==> src/rtl/rvd_pkg.sv <==
package rvd_pkg;
  localparam int OPC_W  = 7;
  localparam int F3_W   = 3;
  localparam int F7_W   = 7;
  localparam int WB_W   = 3;
  localparam int BR_W   = 3;
  localparam int ALU_W  = 4;
  localparam int IMM_W  = 3;
  localparam int SRC2_W = 2;
  localparam int LANES  = 4;
  localparam int LANE_CNT_W = $clog2(LANES) + 1;
  localparam int F7_ALT_BIT = 5;

  localparam logic [OPC_W-1:0] OPC_LOAD   = 7'b0000011;
  localparam logic [OPC_W-1:0] OPC_OPIMM  = 7'b0010011;
  localparam logic [OPC_W-1:0] OPC_AUIPC  = 7'b0010111;
  localparam logic [OPC_W-1:0] OPC_STORE  = 7'b0100011;
  localparam logic [OPC_W-1:0] OPC_OP     = 7'b0110011;
  localparam logic [OPC_W-1:0] OPC_LUI    = 7'b0110111;
  localparam logic [OPC_W-1:0] OPC_BRANCH = 7'b1100011;
  localparam logic [OPC_W-1:0] OPC_JALR   = 7'b1100111;
  localparam logic [OPC_W-1:0] OPC_JAL    = 7'b1101111;

  localparam logic [F7_W-1:0] F7_BASE = 7'b0000000;
  localparam logic [F7_W-1:0] F7_ALT  = 7'b0100000;

  typedef enum logic [3:0] {
    CL_NONE, CL_LOAD, CL_OPIMM, CL_AUIPC, CL_STORE,
    CL_OP, CL_LUI, CL_BRANCH, CL_JALR, CL_JAL
  } icls_e;

  typedef enum logic [WB_W-1:0] {
    WB_NONE = 3'd0, WB_WORD = 3'd1, WB_SB = 3'd2, WB_SH = 3'd3,
    WB_UB = 3'd4, WB_UH = 3'd5
  } wb_e;

  typedef enum logic [BR_W-1:0] {
    BR_NONE = 3'd0, BR_EQ = 3'd1, BR_NE = 3'd2, BR_LT = 3'd3,
    BR_GE = 3'd4, BR_LTU = 3'd5, BR_GEU = 3'd6
  } br_e;

  typedef enum logic [ALU_W-1:0] {
    AL_ADD = 4'd0, AL_SUB = 4'd1, AL_SLL = 4'd2, AL_SLT = 4'd3,
    AL_SLTU = 4'd4, AL_XOR = 4'd5, AL_SRL = 4'd6, AL_SRA = 4'd7,
    AL_OR = 4'd8, AL_AND = 4'd9, AL_PASS2 = 4'd10
  } alu_e;

  typedef enum logic [SRC2_W-1:0] {
    S2_REG = 2'd0, S2_IMM = 2'd1, S2_SHAMT = 2'd2
  } src2_e;

  typedef enum logic [IMM_W-1:0] {
    IF_NONE = 3'd0, IF_I = 3'd1, IF_S = 3'd2, IF_B = 3'd3,
    IF_U = 3'd4, IF_J = 3'd5
  } immf_e;
endpackage

==> src/rtl/rvd_classify.sv <==
module rvd_classify
  import rvd_pkg::*;
(
  input  logic [OPC_W-1:0] op_i,
  input  logic [F3_W-1:0]  f3_i,
  input  logic [F7_W-1:0]  f7_i,
  output icls_e            cls_o
);
  logic legal;
  icls_e raw;

  always_comb begin
    raw   = CL_NONE;
    legal = 1'b0;
    unique case (op_i)
      OPC_LOAD: begin
        raw   = CL_LOAD;
        legal = (f3_i != 3'd3) && (f3_i != 3'd6) && (f3_i != 3'd7);
      end
      OPC_STORE: begin
        raw   = CL_STORE;
        legal = (f3_i <= 3'd2);
      end
      OPC_BRANCH: begin
        raw   = CL_BRANCH;
        legal = (f3_i != 3'd2) && (f3_i != 3'd3);
      end
      OPC_JALR: begin
        raw   = CL_JALR;
        legal = (f3_i == 3'd0);
      end
      OPC_OPIMM: begin
        raw = CL_OPIMM;
        if (f3_i == 3'd1)      legal = (f7_i == F7_BASE);
        else if (f3_i == 3'd5) legal = (f7_i == F7_BASE) || (f7_i == F7_ALT);
        else                   legal = 1'b1;
      end
      OPC_OP: begin
        raw = CL_OP;
        legal = (f7_i == F7_BASE) ||
                ((f7_i == F7_ALT) && ((f3_i == 3'd0) || (f3_i == 3'd5)));
      end
      OPC_LUI:   begin raw = CL_LUI;   legal = 1'b1; end
      OPC_AUIPC: begin raw = CL_AUIPC; legal = 1'b1; end
      OPC_JAL:   begin raw = CL_JAL;   legal = 1'b1; end
      default:   begin raw = CL_NONE;  legal = 1'b0; end
    endcase
    cls_o = legal ? raw : CL_NONE;
  end
endmodule

==> src/rtl/rvd_alu_ctl.sv <==
module rvd_alu_ctl
  import rvd_pkg::*;
(
  input  icls_e            cls_i,
  input  logic [F3_W-1:0]  f3_i,
  input  logic [F7_W-1:0]  f7_i,
  output logic [ALU_W-1:0] alu_op_o,
  output logic             src1_pc_o,
  output logic [SRC2_W-1:0] src2_sel_o
);
  logic  alt;
  alu_e  arith;
  logic  is_arith;

  assign alt      = f7_i[F7_ALT_BIT];
  assign is_arith = (cls_i == CL_OP) || (cls_i == CL_OPIMM);

  always_comb begin
    unique case (f3_i)
      3'd0:    arith = (alt && (cls_i == CL_OP)) ? AL_SUB : AL_ADD;
      3'd1:    arith = AL_SLL;
      3'd2:    arith = AL_SLT;
      3'd3:    arith = AL_SLTU;
      3'd4:    arith = AL_XOR;
      3'd5:    arith = alt ? AL_SRA : AL_SRL;
      3'd6:    arith = AL_OR;
      default: arith = AL_AND;
    endcase
  end

  always_comb begin
    if (is_arith)              alu_op_o = arith;
    else if (cls_i == CL_LUI)  alu_op_o = AL_PASS2;
    else                       alu_op_o = AL_ADD;
  end

  assign src1_pc_o = (cls_i == CL_AUIPC);

  always_comb begin
    unique case (cls_i)
      CL_NONE, CL_OP, CL_BRANCH: src2_sel_o = S2_REG;
      CL_OPIMM: src2_sel_o = ((f3_i == 3'd1) || (f3_i == 3'd5)) ? S2_SHAMT : S2_IMM;
      default:  src2_sel_o = S2_IMM;
    endcase
  end
endmodule

==> src/rtl/rvd_mem_wb.sv <==
module rvd_mem_wb
  import rvd_pkg::*;
(
  input  icls_e            cls_i,
  input  logic [F3_W-1:0]  f3_i,
  output logic [WB_W-1:0]  wb_mode_o,
  output logic             mem_to_reg_o,
  output logic [LANES-1:0] store_mask_o,
  output logic             load_npc_o,
  output logic             jal_o,
  output logic             jalr_o,
  output logic [BR_W-1:0]  branch_o
);
  logic [LANE_CNT_W-1:0] lanes;
  logic is_store;

  assign is_store = (cls_i == CL_STORE);
  assign lanes    = is_store ? (LANE_CNT_W'(1) << f3_i[1:0]) : '0;

  for (genvar g = 0; g < LANES; g++) begin : g_lane
    assign store_mask_o[g] = (LANE_CNT_W'(g) < lanes);
  end

  assign jal_o        = (cls_i == CL_JAL);
  assign jalr_o       = (cls_i == CL_JALR);
  assign load_npc_o   = (cls_i == CL_JAL) || (cls_i == CL_JALR);
  assign mem_to_reg_o = (cls_i == CL_LOAD);

  always_comb begin
    unique case (cls_i)
      CL_LOAD: begin
        unique case (f3_i)
          3'd0:    wb_mode_o = WB_SB;
          3'd1:    wb_mode_o = WB_SH;
          3'd4:    wb_mode_o = WB_UB;
          3'd5:    wb_mode_o = WB_UH;
          default: wb_mode_o = WB_WORD;
        endcase
      end
      CL_OP, CL_OPIMM, CL_LUI, CL_AUIPC, CL_JAL, CL_JALR: wb_mode_o = WB_WORD;
      default: wb_mode_o = WB_NONE;
    endcase
  end

  always_comb begin
    branch_o = BR_NONE;
    if (cls_i == CL_BRANCH) begin
      unique case (f3_i)
        3'd0:    branch_o = BR_EQ;
        3'd1:    branch_o = BR_NE;
        3'd4:    branch_o = BR_LT;
        3'd5:    branch_o = BR_GE;
        3'd6:    branch_o = BR_LTU;
        3'd7:    branch_o = BR_GEU;
        default: branch_o = BR_NONE;
      endcase
    end
  end
endmodule

==> src/rtl/rvd_operand_ctl.sv <==
module rvd_operand_ctl
  import rvd_pkg::*;
(
  input  icls_e            cls_i,
  output logic [1:0]       reg_read_o,
  output logic [IMM_W-1:0] imm_fmt_o
);
  always_comb begin
    unique case (cls_i)
      CL_OP:                      begin reg_read_o = 2'b11; imm_fmt_o = IF_NONE; end
      CL_STORE:                   begin reg_read_o = 2'b11; imm_fmt_o = IF_S;    end
      CL_BRANCH:                  begin reg_read_o = 2'b11; imm_fmt_o = IF_B;    end
      CL_OPIMM, CL_LOAD, CL_JALR: begin reg_read_o = 2'b10; imm_fmt_o = IF_I;    end
      CL_LUI, CL_AUIPC:           begin reg_read_o = 2'b00; imm_fmt_o = IF_U;    end
      CL_JAL:                     begin reg_read_o = 2'b00; imm_fmt_o = IF_J;    end
      default:                    begin reg_read_o = 2'b00; imm_fmt_o = IF_NONE; end
    endcase
  end
endmodule

==> src/rtl/rv_decode_ctl.sv <==
module rv_decode_ctl
  import rvd_pkg::*;
(
  input  logic [6:0] op_i,
  input  logic [2:0] f3_i,
  input  logic [6:0] f7_i,
  output logic       jal_o,
  output logic       jalr_o,
  output logic [2:0] wb_mode_o,
  output logic       mem_to_reg_o,
  output logic [3:0] store_mask_o,
  output logic       load_npc_o,
  output logic [1:0] reg_read_o,
  output logic [2:0] branch_o,
  output logic [3:0] alu_op_o,
  output logic       src1_pc_o,
  output logic [1:0] src2_sel_o,
  output logic [2:0] imm_fmt_o
);
  icls_e cls;

  rvd_classify u_cls (
    .op_i (op_i), .f3_i (f3_i), .f7_i (f7_i), .cls_o (cls)
  );

  rvd_alu_ctl u_alu (
    .cls_i (cls), .f3_i (f3_i), .f7_i (f7_i),
    .alu_op_o (alu_op_o), .src1_pc_o (src1_pc_o), .src2_sel_o (src2_sel_o)
  );

  rvd_mem_wb u_mwb (
    .cls_i (cls), .f3_i (f3_i),
    .wb_mode_o (wb_mode_o), .mem_to_reg_o (mem_to_reg_o),
    .store_mask_o (store_mask_o), .load_npc_o (load_npc_o),
    .jal_o (jal_o), .jalr_o (jalr_o), .branch_o (branch_o)
  );

  rvd_operand_ctl u_opd (
    .cls_i (cls), .reg_read_o (reg_read_o), .imm_fmt_o (imm_fmt_o)
  );

  // Cross-checks between outputs produced by separate submodules.
  always_comb begin
    assert_jump_excl_R2: assert (!(jal_o && jalr_o))
      else $error("both jump flags raised");
    assert_store_quiet_R3: assert ((store_mask_o == '0) ||
                                   (wb_mode_o == WB_NONE && reg_read_o == 2'b11 && imm_fmt_o == IF_S))
      else $error("store mask with write-back or wrong operand use");
    assert_npc_jump_R4: assert (!load_npc_o || (wb_mode_o == WB_WORD && !mem_to_reg_o && alu_op_o == AL_ADD))
      else $error("return-address select without word write-back");
    assert_load_mode_R5: assert (!mem_to_reg_o || (wb_mode_o != WB_NONE && imm_fmt_o == IF_I))
      else $error("load select without a load write mode");
    assert_branch_quiet_R7: assert ((branch_o == BR_NONE) ||
                                    (wb_mode_o == WB_NONE && store_mask_o == '0 && src2_sel_o == S2_REG))
      else $error("branch with write-back or store");
    assert_shamt_src_R9: assert ((src2_sel_o != S2_SHAMT) || (reg_read_o == 2'b10 && imm_fmt_o == IF_I))
      else $error("shift amount select outside immediate shifts");
  end
endmodule

==> config.mk <==
export PLATFORM = sky130hd
export DESIGN_NAME = rv_decode_ctl
export DESIGN_NICKNAME = d
export VERILOG_FILES = /design/src/rtl/rvd_pkg.sv /design/src/rtl/rvd_classify.sv /design/src/rtl/rvd_alu_ctl.sv /design/src/rtl/rvd_mem_wb.sv /design/src/rtl/rvd_operand_ctl.sv /design/src/rtl/rv_decode_ctl.sv
export SDC_FILE = /design/constraint.sdc
export NUM_CORES = 1
export LEC_CHECK = 0
export BUFFER_PORTS_ARGS = -buffer_cell sky130_fd_sc_hd__buf_4
export CAP_MARGIN = 20
export CORE_ASPECT_RATIO = 1.25
export CORE_MARGIN = 2
export CORE_UTILIZATION = 43
export DETAILED_ROUTE_END_ITERATION = 8
export PLACE_DENSITY = 0.83
export SYNTH_ARGS = -nofsm -noshare
export SYNTH_HDL_FRONTEND = slang
export SYNTH_HIERARCHICAL = 1
export SYNTH_SLANG_ARGS = --single-unit
==> constraint.sdc <==
create_clock -name vclk -period 3.4
set_clock_uncertainty 0.1 [all_clocks]
set_input_delay 0.17 -clock vclk [all_inputs]
set_output_delay 0.17 -clock vclk [all_outputs]
set_load 0.01 [all_outputs]
# ---- Word-level counts from Yosys, hierarchy flattened
# Memories as Yosys holds them, arrays and structs flattened.
# Cells that the tools add are included.
dict set report totals {
  word_cells 71
  romBits 80
  n_memories 1
  in_bits 17
  out_inout_bits 26
  reg_bits 0
}
# memory words word_bits read_ports rd_clocked_by_memory_dff wr line
set mem_list {}
lappend mem_list {{(no name shown)} 16 5 1 0 0 rvd_operand_ctl.sv:9} ;# unique case (cls_i)
dict set report classes {
  shift 1
  reduce_logical 17
  mux 17
  n_eq_ne 30
  magnitude_cmp 5
}
# cell n
set ops {}
lappend ops {{$pmux W4 S9} 1}
lappend ops {{$eq A7 B6 Y1 const B} 4}
lappend ops {{$pmux W4 S7} 1}
lappend ops {{$eq A7 B7 Y1 const B} 3}
lappend ops {{$pmux W3 S6} 1}
lappend ops {{$eq A4 B3 Y1 const B} 4}
lappend ops {{$eq A7 B5 Y1 const B} 2}
lappend ops {{$eq A3 B3 Y1 const B} 4}
lappend ops {{$mux W4} 3}
lappend ops {{$pmux W3 S4} 1}
lappend ops {{$eq A4 B2 Y1 const B} 2}
lappend ops {{$eq A4 B4 Y1 const B} 2}
lappend ops {{$eq A7 B2 Y1 const B} 1}
lappend ops {{$logic_not A7 Y1} 1}
lappend ops {{$pmux W1 S7} 1}
lappend ops {{$eq A3 B2 Y1 const B} 2}
lappend ops {{$logic_or A1 B1 Y1} 6}
lappend ops {{$lt A1 B3 Y1 const A} 2}
lappend ops {{$lt A2 B3 Y1 const A} 2}
lappend ops {{$mux W3} 2}
lappend ops {{$ne A3 B2 Y1 const B} 2}
lappend ops {{$ne A3 B3 Y1 const B} 2}
lappend ops {{$pmux W3 S2} 1}
lappend ops {{$reduce_or A3 Y1} 2}
lappend ops {{other kinds (11)} 18}

# ---- Longest topological paths before layout
dict set report logic_depth {
  ltp_word 11
  depth_mapped 11
  ltp_nobuf 10
}

# ---- By module
# The synthesis kept the hierarchy.
# module area_per_inst_um2 instances seq_area_each_um2 cells_per_inst
set by_module_without_submodules {}
lappend by_module_without_submodules {rvd_classify 267.8 1 0.0 45}
lappend by_module_without_submodules {rvd_mem_wb 192.7 1 0.0 29}
lappend by_module_without_submodules {rvd_alu_ctl 177.7 1 0.0 29}
lappend by_module_without_submodules {rvd_operand_ctl 136.4 1 0.0 20}

# ---- Worst setup path before layout
# Ideal clock, no wire load.
dict set report synth_path {
  path_type {in2out}
  startpoint {input port f7_i[3]}
  endpoint {output port reg_read_o[1]}
  required_time_ns 3.130
  cell_stages 10
  path_buffers 0
  arrival_ns 3.231
  setup_slack_ns -0.101
  cell_sequence {or4_4 -> nor3_2 -> nand3_1 -> a311oi_2 -> o221a_1 -> inv_1 -> ha_1 -> nor2b_1 -> a21oi_1 -> o22ai_1}
}
dict set report synth_via {
  elab_chain_cells 7
  word_cells_on_any_way 10
  classes_between {eq/ne (1); mux (4); reduce/logical (4); memory (1)}
}
# item line
set synth_lines {}
lappend synth_lines {{start, declared} rv_decode_ctl.sv:6} ;# input logic [6:0] f7_i,
lappend synth_lines {{$eq A7 B6 Y1 or $logic_not A7 Y1 (tied branches)} n/a}
lappend synth_lines {{$logic_or A1 B1 Y1} rvd_classify.sv:35} ;# else if (f3_i == 3'd5) legal = (f7_i == F7_BASE) || (f7_i == F7_ALT);
lappend synth_lines {{$mux W1} rvd_classify.sv:35}
lappend synth_lines {{$mux W1} rvd_classify.sv:34} ;# if (f3_i == 3'd1) legal = (f7_i == F7_BASE);
lappend synth_lines {{$pmux W1 S7 (*)} rvd_classify.sv:15} ;# unique case (op_i)
lappend synth_lines {{$mux W4 (*)} rvd_classify.sv:48} ;# cls_o = legal ? raw : CL_NONE;
lappend synth_lines {{via cls[2]} rv_decode_ctl.sv:20} ;# icls_e cls;
lappend synth_lines {{$mem_v2 Z16 W5 (*)} n/a}
lappend synth_lines {{end, declared} rv_decode_ctl.sv:13} ;# output logic [1:0] reg_read_o,
# Mark *: on every way through the listed nets, which the timed path passes. The rest lies on a longest branch.

# ---- Final worst setup path
# Ends and elaborated chain as after synthesis.

==> results.ini <==
[status]
status = complete, no violations

[cts]
hold_buffers = 0
cts_resized = 0
post_cts_buffers = 0

[critical_path]
slowest_stage = or4_4
cp.depth = 12
crit_buf_inv = 3
critPathCapture = reg_read_o[1]
crit_path_max_incr_delay_ps = 520
worstSetupPathType = in2out
crit_family = compound AO/OA/AOI/OAI gates
cp-startpoint = f7_i[3]
crit_path_max_fanout = 15
crit_chain = buf_4 > or4_4 > nor3_2 > a211o_2 > a221o_1 > o211a_1 > inv_1 > ha_1 > nor2b_1 > a21oi_1 > o22ai_1 > buf_4
cp-start-kind = input pin
crit_path_frequent_cell = buf_4
required_ps = 3130
cp.arrival_ps = 2710
cp-end-kind = primary output

[layout]
instances_no_fill = 184
final-seq-area_um2 = 0
syn_to_final_growth_pct = 47.0
drive_above_1_share = 0.345
nFlopsAndLatches = 0
final_nets = 189
clkbuf_count = 0
diodes = 0

[power_and_ir_drop]
power_frac_comb = 1.000
switching_share = 0.544
internal-power_w = 0.0000302
p_leak_nw = 0.539
ir_drop_mv = 0.0441
p_switching_w = 0.0000361
p_clk_frac = 0
p_per_area_nw_per_um2 = 58.3
pwr-share-seq = 0

[timing]
period_needed_ps = 2980
drv_slew = 0
rsz0062_at_grt = no
fin_setup_tns_ps = 0
finalHoldViolCount = 0
setup-violations-final = 0
holdWs_ps = 639
worstMarginPinSlew_ps = 447
slew_headroom = 0.702
period_share = 0.875
fmax_mhz = 336

[drt]
dr.pass1.iters = 4
num_vias = 1060
ant_nets = 0
viasPerCell = 5.76
drc = 0
drtIter0Drc = 20
wl_per_cell_um = 12.3
drt-total-wl_um = 2270

[floorplan]
die_x_um = 42.0
ioPinCount = 43
die_h_um = 51.5
core_um2 = 1720
die-area_um2 = 2160
rows = 17
start_util = 0.450

[placement]
dp_hpwl_um = 1740
dp_cells = 184
numPortBuffers = 43
gp_congestion = 0.783

[flow_run]
cap_violations = 0

[synthesis]
synthCells = 123
syn_nets = 145
yosysUniqueCellTypes = 43
yosys_warnings = 6
netlist_area_um2 = 774
syn_avg_cell_area_um2 = 6.30
yosysSeqAreaShare = 0

[global_routing]
grt_pass1_vias = 900
grt_start_max_net_pins = 25
grt_pass1_wl_um = 3710
antenna_found_initial = 0
grt_usage = 0.205
grt_overflow_total = 0

[min_path]
min_path_type = in2out

-- logic make-up (layout without fill, tap and decap cells) --
logic type	after synthesis	after routing	synth area share
simple gates	66	66	0.498
compound gates	37	37	0.312
buf+inv	11	53	0.0614
fa+ha+maj	5	5	0.0808
xor+xnor	3	3	0.0339
mux	1	1	0.0145
-- per-stage QoR --
stage / instance area (um^2) / worst slack [ps] / power [W] / utilization
CTS: 1140 / 444 / 0.0000658 / 0.661
global placement: 1140 / 565 / 0.0000638 / 0.661
floorplan: 786 / 56.8 / 0.0000342 / -
finish: 1140 / 424 / 0.0000663 / 0.661
detailed placement: 1140 / 442 / 0.0000657 / 0.661
global route: 1140 / 232 / 0.0000726 / 0.661
-- cell usage after synthesis --
| master | instances | area share |
|---|---|---|
| nand2_1 | 15 | 0.073 |
| a21oi_1 | 12 | 0.078 |
| nor2_1 | 12 | 0.058 |
| nor2b_1 | 7 | 0.057 |
| nor3_1 | 7 | 0.045 |
| inv_1 | 6 | 0.029 |
| ha_1 | 5 | 0.081 |
| o21ai_0 | 5 | 0.032 |
| nand3_1 | 4 | 0.026 |
| nor3b_1 | 4 | 0.039 |
| o21ai_1 | 4 | 0.026 |
| and2_1 | 3 | 0.024 |
| o22ai_1 | 3 | 0.024 |
| buf_2 | 2 | 0.013 |
| nand2b_1 | 2 | 0.016 |
| nor3b_2 | 2 | 0.032 |
| o211ai_1 | 2 | 0.019 |
| o31ai_1 | 2 | 0.019 |
| xor2_1 | 2 | 0.023 |
| a211o_2 | 1 | 0.013 |
| a211oi_1 | 1 | 0.0097 |
| a221o_1 | 1 | 0.013 |
| a311oi_1 | 1 | 0.011 |
| a311oi_2 | 1 | 0.019 |
| a31oi_1 | 1 | 0.0081 |
| and3_1 | 1 | 0.0081 |
| and3b_1 | 1 | 0.011 |
| and3b_2 | 1 | 0.013 |
| buf_4 | 1 | 0.0097 |
| clkbuf_1 | 1 | 0.0048 |
| clkinv_1 | 1 | 0.0048 |
| mux2_2 | 1 | 0.015 |
| nand3b_1 | 1 | 0.0097 |
| nand4b_1 | 1 | 0.011 |
| nor3_2 | 1 | 0.013 |
| nor4_1 | 1 | 0.0081 |
| nor4b_4 | 1 | 0.031 |
| o2111ai_1 | 1 | 0.011 |
| o211a_1 | 1 | 0.013 |
| o221a_1 | 1 | 0.015 |
| or2_2 | 1 | 0.0081 |
| or4_4 | 1 | 0.015 |
| xnor2_1 | 1 | 0.011 |
-- how the worst min path moves through the flow --
stage | start | to | slack [ps] | depth (start not counted)
3_3_place_gp | f3_i[2] | wb_mode_o[1] | 630 | 3
3_5_place_dp | f3_i[2] | wb_mode_o[1] | 640 | 3
2_1_floorplan | f3_i[2] | wb_mode_o[1] | 270 | 1
6_report | f3_i[2] | wb_mode_o[1] | 640 | 3
5_1_grt | f3_i[2] | wb_mode_o[1] | 660 | 3
4_1_cts | f3_i[2] | wb_mode_o[1] | 640 | 3
-- layout make-up --
cell class / instances / area (um^2)
fill: 176 / 584
inverter: 7 / 26.3
multi-input combinational: 112 / 743
tap: 19 / 23.8
timing repair buffer: 46 / 345
-- cells in the final DEF (no fill, tap or decap), types with 3 or more instances in the layout --
master | synthesis | routed
a21oi_1 | 12 | 12
and2_1 | 3 | 3
buf_4 | 1 | 46
ha_1 | 5 | 5
inv_1 | 6 | 6
nand2_1 | 15 | 15
nand3_1 | 4 | 4
nor2_1 | 12 | 12
nor2b_1 | 7 | 7
nor3_1 | 7 | 6
nor3b_1 | 4 | 4
o21ai_0 | 5 | 5
o21ai_1 | 4 | 4
o22ai_1 | 3 | 3
-- metal layers --
metal,track usage,wire length [um],up-vias,share of wire
met1,0.236,886,478,0.39
li1,-,-,535,-
met4,0.0484,0,0,0
met5,0,0,-,0
met2,0.406,1240,47,0.55
met3,0.0106,144,0,0.063
-- power groups by stage --
| stage | clock (W) | sequential, W | combinational, W |
|---|---|---|---|
| after global routing | 0 | 0 | 0.0000726 |
| final | 0 | 0 | 0.0000663 |
| after global placement | 0 | 0 | 0.0000638 |
| after detailed placement | 0 | 0 | 0.0000657 |
| after CTS | 0 | 0 | 0.0000658 |
| after floorplan | 0 | 0 | 0.0000342 |
Note: power is estimated with default switching activity, not from simulation.
